## config.mk

```make
export PLATFORM = sky130hd
export DESIGN_NAME = line_debounce_filter
export DESIGN_NICKNAME = d
export VERILOG_FILES = /design/src/rtl/dbf_pkg.sv /design/src/rtl/dbf_sync.sv /design/src/rtl/dbf_regs.sv /design/src/rtl/dbf_line.sv /design/src/rtl/line_debounce_filter.sv
export SDC_FILE = /design/constraint.sdc
export NUM_CORES = 1
export LEC_CHECK = 0
export BUFFER_PORTS_ARGS = -buffer_cell sky130_fd_sc_hd__buf_2
export CAP_MARGIN = 5
export CORE_MARGIN = 2
export CORE_UTILIZATION = 60
export DETAILED_ROUTE_END_ITERATION = 12
export MAX_ROUTING_LAYER = met4
export PLACE_DENSITY = 0.82
export SYNTH_ARGS = -nofsm -noshare
export SYNTH_HDL_FRONTEND = slang
export SYNTH_HIERARCHICAL = 1
export SYNTH_SLANG_ARGS = --single-unit
```

## constraint.sdc

```tcl
create_clock -name clk -period 4.1 [get_ports clk]
set_input_delay 0.41 -clock clk [delete_from_list [all_inputs] [get_ports clk]]
set_output_delay 0.41 -clock clk [all_outputs]
set_load 0.01 [all_outputs]
```

## src/rtl/dbf_pkg.sv

```systemverilog
`timescale 1ns/1ps
// Package: shared constants, the per-line configuration type and the
// duration-code decoder for the debounce filter. Assumes 8-bit fields,
// four per 32-bit bus word.
package dbf_pkg;
    localparam int FIELD_W        = 8;
    localparam int LINES_PER_WORD = 4;
    localparam int DATA_W         = FIELD_W * LINES_PER_WORD;
    localparam int CODE_W         = 3;
    localparam int EN_BIT         = 0;
    localparam int RST_BIT        = 1;
    localparam int CODE_LSB       = 4;
    localparam int MAX_TICKS      = 256;
    localparam int CNT_W          = $clog2(MAX_TICKS + 1);

    typedef struct packed {
        logic              en;
        logic [CODE_W-1:0] code;
    } line_cfg_t;

    // Stable-tick count needed for a duration code; top code saturates.
    function automatic logic [CNT_W-1:0] ticks_for_code(input logic [CODE_W-1:0] code);
        logic [CNT_W-1:0] t;
        if (code == '0)
            t = '0;
        else if (code == CODE_W'(1))
            t = CNT_W'(1);
        else if (code == '1)
            t = CNT_W'(MAX_TICKS);
        else
            t = CNT_W'(1) << (int'(code) + 2);
        return t;
    endfunction
endpackage

```

## src/rtl/dbf_sync.sv

```systemverilog
`timescale 1ns/1ps
// Module: multi-stage input synchronizer, one flop chain per bit.
// Assumes the inputs are asynchronous to clk and STAGES >= 1.
module dbf_sync #(
    parameter int WIDTH  = 32,
    parameter int STAGES = 2
) (
    input  logic             clk,
    input  logic             rst_n,
    input  logic [WIDTH-1:0] d,
    output logic [WIDTH-1:0] q
);
    logic [WIDTH-1:0] pipe [STAGES];

    // Shift each input through the flop chain; clear on reset.
    always_ff @(posedge clk) begin
        if (!rst_n) begin
            for (int s = 0; s < STAGES; s++) pipe[s] <= '0;
        end else begin
            pipe[0] <= d;
            for (int s = 1; s < STAGES; s++) pipe[s] <= pipe[s-1];
        end
    end

    assign q = pipe[STAGES-1];
endmodule

```

## src/rtl/dbf_regs.sv

```systemverilog
`timescale 1ns/1ps
// Module: configuration fields for the filtered lines, behind a read-only
// view window and set/clear write windows. The restart bit is not stored.
// A set write produces a one-cycle restart pulse instead. Assumes
// word-aligned accesses; fields of unfiltered lines do not exist.
module dbf_regs import dbf_pkg::*; #(
    parameter int N_LINES   = 32,
    parameter int N_FILT    = 16,
    parameter int ADDR_W    = 12,
    parameter int VIEW_BASE = 'h500,
    parameter int SET_BASE  = 'h600,
    parameter int CLR_BASE  = 'h700
) (
    input  logic                   clk,
    input  logic                   rst_n,
    input  logic                   bus_wr,
    input  logic [ADDR_W-1:0]      bus_addr,
    input  logic [DATA_W-1:0]      bus_wdata,
    output logic [DATA_W-1:0]      bus_rdata,
    output line_cfg_t [N_FILT-1:0] cfg,
    output logic [N_FILT-1:0]      rst_pulse
);
    localparam int SPAN   = (N_LINES / LINES_PER_WORD) * 4;
    localparam int WIDX_W = ADDR_W - 2;

    logic [ADDR_W-1:0] view_off, set_off, clr_off;
    logic              view_hit, set_hit, clr_hit;
    logic              unused_wbits;

    assign view_off = bus_addr - ADDR_W'(VIEW_BASE);
    assign set_off  = bus_addr - ADDR_W'(SET_BASE);
    assign clr_off  = bus_addr - ADDR_W'(CLR_BASE);
    assign view_hit = (view_off < ADDR_W'(SPAN)) && (view_off[1:0] == 2'b00);
    assign set_hit  = bus_wr && (set_off < ADDR_W'(SPAN)) && (set_off[1:0] == 2'b00);
    assign clr_hit  = bus_wr && (clr_off < ADDR_W'(SPAN)) && (clr_off[1:0] == 2'b00);
    assign unused_wbits = ^bus_wdata;

    for (genvar i = 0; i < N_FILT; i++) begin : g_field
        localparam int W   = i / LINES_PER_WORD;
        localparam int LSB = (i % LINES_PER_WORD) * FIELD_W;
        logic [FIELD_W-1:0] fd;
        logic               set_me, clr_me;

        assign fd     = bus_wdata[LSB +: FIELD_W];
        assign set_me = set_hit && (set_off[ADDR_W-1:2] == WIDX_W'(W));
        assign clr_me = clr_hit && (clr_off[ADDR_W-1:2] == WIDX_W'(W));
        assign rst_pulse[i] = set_me && fd[RST_BIT];

        // Apply set (OR) or clear (AND-NOT) writes to this line's field.
        always_ff @(posedge clk) begin
            if (!rst_n) begin
                cfg[i] <= '0;
            end else if (set_me) begin
                cfg[i].en   <= cfg[i].en | fd[EN_BIT];
                cfg[i].code <= cfg[i].code | fd[CODE_LSB +: CODE_W];
            end else if (clr_me) begin
                cfg[i].en   <= cfg[i].en & ~fd[EN_BIT];
                cfg[i].code <= cfg[i].code & ~fd[CODE_LSB +: CODE_W];
            end
        end
    end

    // Assemble the addressed view word; spare and restart bits stay zero.
    always_comb begin
        bus_rdata = '0;
        if (view_hit) begin
            for (int i = 0; i < N_FILT; i++) begin
                if (view_off[ADDR_W-1:2] == WIDX_W'(i / LINES_PER_WORD)) begin
                    bus_rdata[(i % LINES_PER_WORD) * FIELD_W + EN_BIT] = cfg[i].en;
                    bus_rdata[(i % LINES_PER_WORD) * FIELD_W + CODE_LSB +: CODE_W] = cfg[i].code;
                end
            end
        end
    end
endmodule

```

## src/rtl/dbf_line.sv

```systemverilog
`timescale 1ns/1ps
// Module: stability filter for one line. When active (enabled,
// level-sensitive, non-zero code) the output follows the synchronized
// input only after it has differed for the selected number of ticks.
// Otherwise the output is the synchronized input and the held state tracks
// it. Assumes din is already synchronized to clk.
module dbf_line import dbf_pkg::*; (
    input  logic             clk,
    input  logic             rst_n,
    input  logic             tick_en,
    input  logic             level,
    input  line_cfg_t        cfg,
    input  logic             restart,
    input  logic             din,
    output logic             dout,
    output logic [CNT_W-1:0] cnt_o
);
    logic             filt_q;
    logic [CNT_W-1:0] cnt_q, cnt_nxt, target;
    logic             active;

    assign active  = cfg.en && level && (cfg.code != '0);
    assign target  = ticks_for_code(cfg.code);
    assign cnt_nxt = cnt_q + 1'b1;

    // Count stable ticks of a differing input and commit at the target.
    always_ff @(posedge clk) begin
        if (!rst_n) begin
            filt_q <= 1'b0;
            cnt_q  <= '0;
        end else if (!active) begin
            filt_q <= din;
            cnt_q  <= '0;
        end else if (restart || (din == filt_q)) begin
            cnt_q  <= '0;
        end else if (tick_en) begin
            if (cnt_nxt >= target) begin
                filt_q <= din;
                cnt_q  <= '0;
            end else begin
                cnt_q  <= cnt_nxt;
            end
        end
    end

    assign dout  = active ? filt_q : din;
    assign cnt_o = cnt_q;
endmodule

```

## src/rtl/line_debounce_filter.sv

```systemverilog
`timescale 1ns/1ps
// Module: top of the per-line debounce filter. It synchronizes every input
// line, filters the lowest N_FILT lines under register control and passes
// the others through. Assumes N_LINES and N_FILT are multiples of four and
// N_FILT <= N_LINES.
module line_debounce_filter import dbf_pkg::*; #(
    parameter int N_LINES     = 32,
    parameter int N_FILT      = 16,
    parameter int SYNC_STAGES = 2,
    parameter int ADDR_W      = 12,
    parameter int VIEW_BASE   = 'h500,
    parameter int SET_BASE    = 'h600,
    parameter int CLR_BASE    = 'h700
) (
    input  logic               clk,
    input  logic               rst_n,
    input  logic               bus_wr,
    input  logic [ADDR_W-1:0]  bus_addr,
    input  logic [31:0]        bus_wdata,
    output logic [31:0]        bus_rdata,
    input  logic [N_LINES-1:0] line_in,
    input  logic [N_LINES-1:0] line_level,
    input  logic               tick_en,
    output logic [N_LINES-1:0] line_out
);
    logic [N_LINES-1:0]           sync_q;
    line_cfg_t [N_FILT-1:0]       cfg;
    logic [N_FILT-1:0]            rst_pulse;
    logic [N_FILT-1:0][CNT_W-1:0] cnt_all;

    dbf_sync #(.WIDTH(N_LINES), .STAGES(SYNC_STAGES)) sync_i (
        .clk(clk), .rst_n(rst_n), .d(line_in), .q(sync_q)
    );

    dbf_regs #(
        .N_LINES(N_LINES), .N_FILT(N_FILT), .ADDR_W(ADDR_W),
        .VIEW_BASE(VIEW_BASE), .SET_BASE(SET_BASE), .CLR_BASE(CLR_BASE)
    ) regs_i (
        .clk(clk), .rst_n(rst_n), .bus_wr(bus_wr), .bus_addr(bus_addr),
        .bus_wdata(bus_wdata), .bus_rdata(bus_rdata),
        .cfg(cfg), .rst_pulse(rst_pulse)
    );

    for (genvar i = 0; i < N_FILT; i++) begin : g_filt
        dbf_line line_i (
            .clk(clk), .rst_n(rst_n), .tick_en(tick_en),
            .level(line_level[i]), .cfg(cfg[i]), .restart(rst_pulse[i]),
            .din(sync_q[i]), .dout(line_out[i]), .cnt_o(cnt_all[i])
        );
    end

    for (genvar i = N_FILT; i < N_LINES; i++) begin : g_pass
        assign line_out[i] = sync_q[i];
    end
endmodule

```

==> impl_metrics.py <==
metrics = {
    "status": {
        "outcome": "finished clean",
    },
    "power_and_ir_drop": {
        "sw_frac_of_total_pct": 23.79,
        "p_switching_w": 0.001453,
        "peakVddDrop_uv": 470.0,
        "power_density_mw_per_mm2": 279.0,
        "pwr-share-clk_pct": 48.3,
        "seqPwrFrac_pct": 46.7,
        "internal-power_w": 0.004653,
        "leakagePower_nw": 8.462,
        "p_comb_share_pct": 5.0,
    },
    "placement": {
        "port_buffers": 131,
        "place_area_mm2": 0.02077,
        "hpwlAfterDp_um": 37130,
        "placed_cells": 2897,
        "gp_routability_congestion": 0.9044,
    },
    "logic_synthesis": {
        "synth_top_area_share_pct": 28.78,
        "syn_area_per_cell_um2": 8.288,
        "synth_top_area_cell": "dfxtp_1",
        "synthFlopType": "dfxtp_1",
        "synth_warnings": 6,
        "netlist_instances": 2417,
        "netlist_top_cells_area": "dfxtp_1, ha_1, nand2_1",
        "netlist_top_cells_count": "nand2_1, dfxtp_1, ha_1",
        "seq_area_frac_synth_pct": 28.78,
        "netlist_area_mm2": 0.02003,
        "yosys.cell_types.count": 74,
        "synthArstFlopShare_pct": 0,
        "synth-edff-count": 0,
        "synth_most_common_cell": "nand2_1",
        "ys_ff_latch": 288,
    },
    "timing": {
        "rsz0062_at_grt": "no",
        "period_share_pct": 80.98,
        "setup_violations": 0,
        "hold_viol_final": 0,
        "fin_crit_ns": 3.320,
        "slew_headroom_pct": 33.78,
        "fin_worst_skew_ns": 0.02982,
        "setup_tns_ns": 0,
        "max_freq_mhz": 301.2,
        "worst_pin_slew_ns": 0.9842,
        "slew_viol_final": 0,
    },
    "clocking": {
        "clkTransAtPathRegs_ns": 0.06,
        "root_buffer": "clkbuf_16",
        "cts_resized": 0,
        "cts_tree": "yes",
        "clock_sinks": 288,
        "post-cts-setup-buffers": 0,
        "clk_latency_ns": 0.53,
        "postCtsHoldBufs": 0,
        "numCtsBuffers": 34,
        "htree_levels": 2,
        "clk_path_buf_depth": 3,
    },
    "cells_and_area": {
        "fillerInstances": 2681,
        "design_area_mm2": 0.02188,
        "areaGrowthSynthToFinish_pct": 9.237,
        "nets": 2765,
        "fin_cells": 2970,
        "drive_gt1_share_pct": 18.16,
        "finish.utilization_pct": 66.92,
    },
    "worst_setup_path": {
        "cp_common_cell": "buf_2",
        "path_cells": "buf_2 -> nor4_4 -> nand3_1 -> or4b_1 -> a211oi_1 -> buf_2",
        "crit_path_top_delay_cell": "or4b_1",
        "cp-end-kind": "output pin",
        "reg2reg_depth": 11,
        "arrival_ns": 2.91,
        "r2r-start": "g_filt[9].line_i/cnt_o[0]",
        "critical-path-top-delay-family": "simple AND/OR/NAND/NOR gates",
        "crit_fanout": 16,
        "required_ns": 3.69,
        "startpoint": "bus_addr[5]",
        "cp.buffers_inverters": 2,
        "crit_type": "in -> out",
        "start_kind": "input pin",
        "crit_cells": 6,
        "max_stage_delay_ns": 0.92,
    },
    "route": {
        "vias": 18640,
        "wl_um": 51750,
        "detail_route.vias_per_cell": 6.277,
        "ant_nets": 0,
        "drtIter0Drc": 1556,
        "dr.pass1.iters": 5,
        "wl_per_cell_um": 17.42,
        "drc": 0,
    },
    "floorplanning": {
        "initial_core_util_pct": 61.26,
        "std_cell_rows": 66,
        "fp.dieW_um": 186.7,
        "die-area_mm2": 0.03487,
        "coreArea_mm2": 0.03270,
        "ios": 176,
        "die_h_um": 186.7,
    },
    "hold_path": {
        "whs_path_depth": 2,
        "hold_class": "in -> reg",
        "hold_start": "line_in[30]",
    },
    "global_routing": {
        "antenna_found_initial": 12,
        "grtUsageTotal_pct": 29.62,
        "grt_pass1_wl_um": 85360,
        "grt_pass1_vias": 17520,
        "grt-ovfl-total": 0,
        "grt_max_degree": 87,
    },
    "run": {
        "cap_violations": 0,
    },
}
## routing by layer
metal	wire [um]	global-route usage, %
met4	1683	11.20
met3	4090	3.950
met5	0	-
met2	23680	47.47
met1	22300	38.08
## worst register-to-register path, delay by kind of cell, from the launching register on
family	cells	cell delay [ns]
simple gates	5	1.26
compound gates	3	0.80
fa+ha+maj	2	0.55
flops	1	0.40
xor+xnor	1	0.22
## final cells by class
cell class / instances / area (um^2) / share of cell area (%)
diodes: 12 / 30.03 / 0.1372
clock buffers: 44 / 959.7 / 4.385
clock inverters: 17 / 123.9 / 0.5660
inverters: 78 / 292.8 / 1.338
multi-input cells: 1942 / 13350 / 61.01
flip-flops and latches: 288 / 5766 / 26.35
well taps: 442 / 553.0 / 2.527
repair buffers: 147 / 807.0 / 3.688
## per-stage QoR
stage	hold slack (ns)	setup slack, ns	power, W
2_1_floorplan	0.4204	1.128	0.003093
3_3_place_gp	0.4219	0.8230	0.003199
3_5_place_dp	0.4324	0.7387	0.003207
4_1_cts	0.08756	0.8169	0.006144
5_1_grt	0.09526	0.5737	0.006295
6_report	0.09827	0.7798	0.006105
## power groups by stage
stage               registers [W]  clock network, W  logic (W)
finish                    0.00285           0.00295   0.000307
global route              0.00285           0.00311   0.000331
CTS                       0.00285           0.00300   0.000300
detailed placement        0.00291                 0   0.000298
global placement          0.00291                 0   0.000290
floorplan                 0.00290                 0   0.000192
## logic make-up (layout without fill, tap and decap cells)
family / after synthesis / in the layout / share of synthesized area, %
simple gates: 1030 / 1030 / 29.67
flops: 288 / 288 / 28.78
compound gates: 571 / 571 / 19.07
xor+xnor: 129 / 129 / 5.640
buf+inv: 202 / 286 / 4.890
mux: 34 / 34 / 1.811
fa+ha+maj: 162 / 162 / 10.12
other cells: 1 / 28 / 0.01872
## final timing paths
kind,to,slack [ns]
worst min register to register,sync_i/pipe[0][46],0.44
worst max register to register,g_filt[9].line_i/cnt_o[3],0.79
worst max-delay path,bus_rdata[8],0.78
worst min-delay path,sync_i/pipe[0][30],0.1
## cells in the final DEF, fill, tap and decap left out, types with 76 or more instances in the layout
cell and n:
dfxtp_1 288, nor2_1 104, ha_1 162, inv_1 77
xnor2_1 79, o21ai_0 76, a21oi_1 138, nand2_1 336
buf_2 130, nand3_1 107
Power figures use the tool's default switching activity.
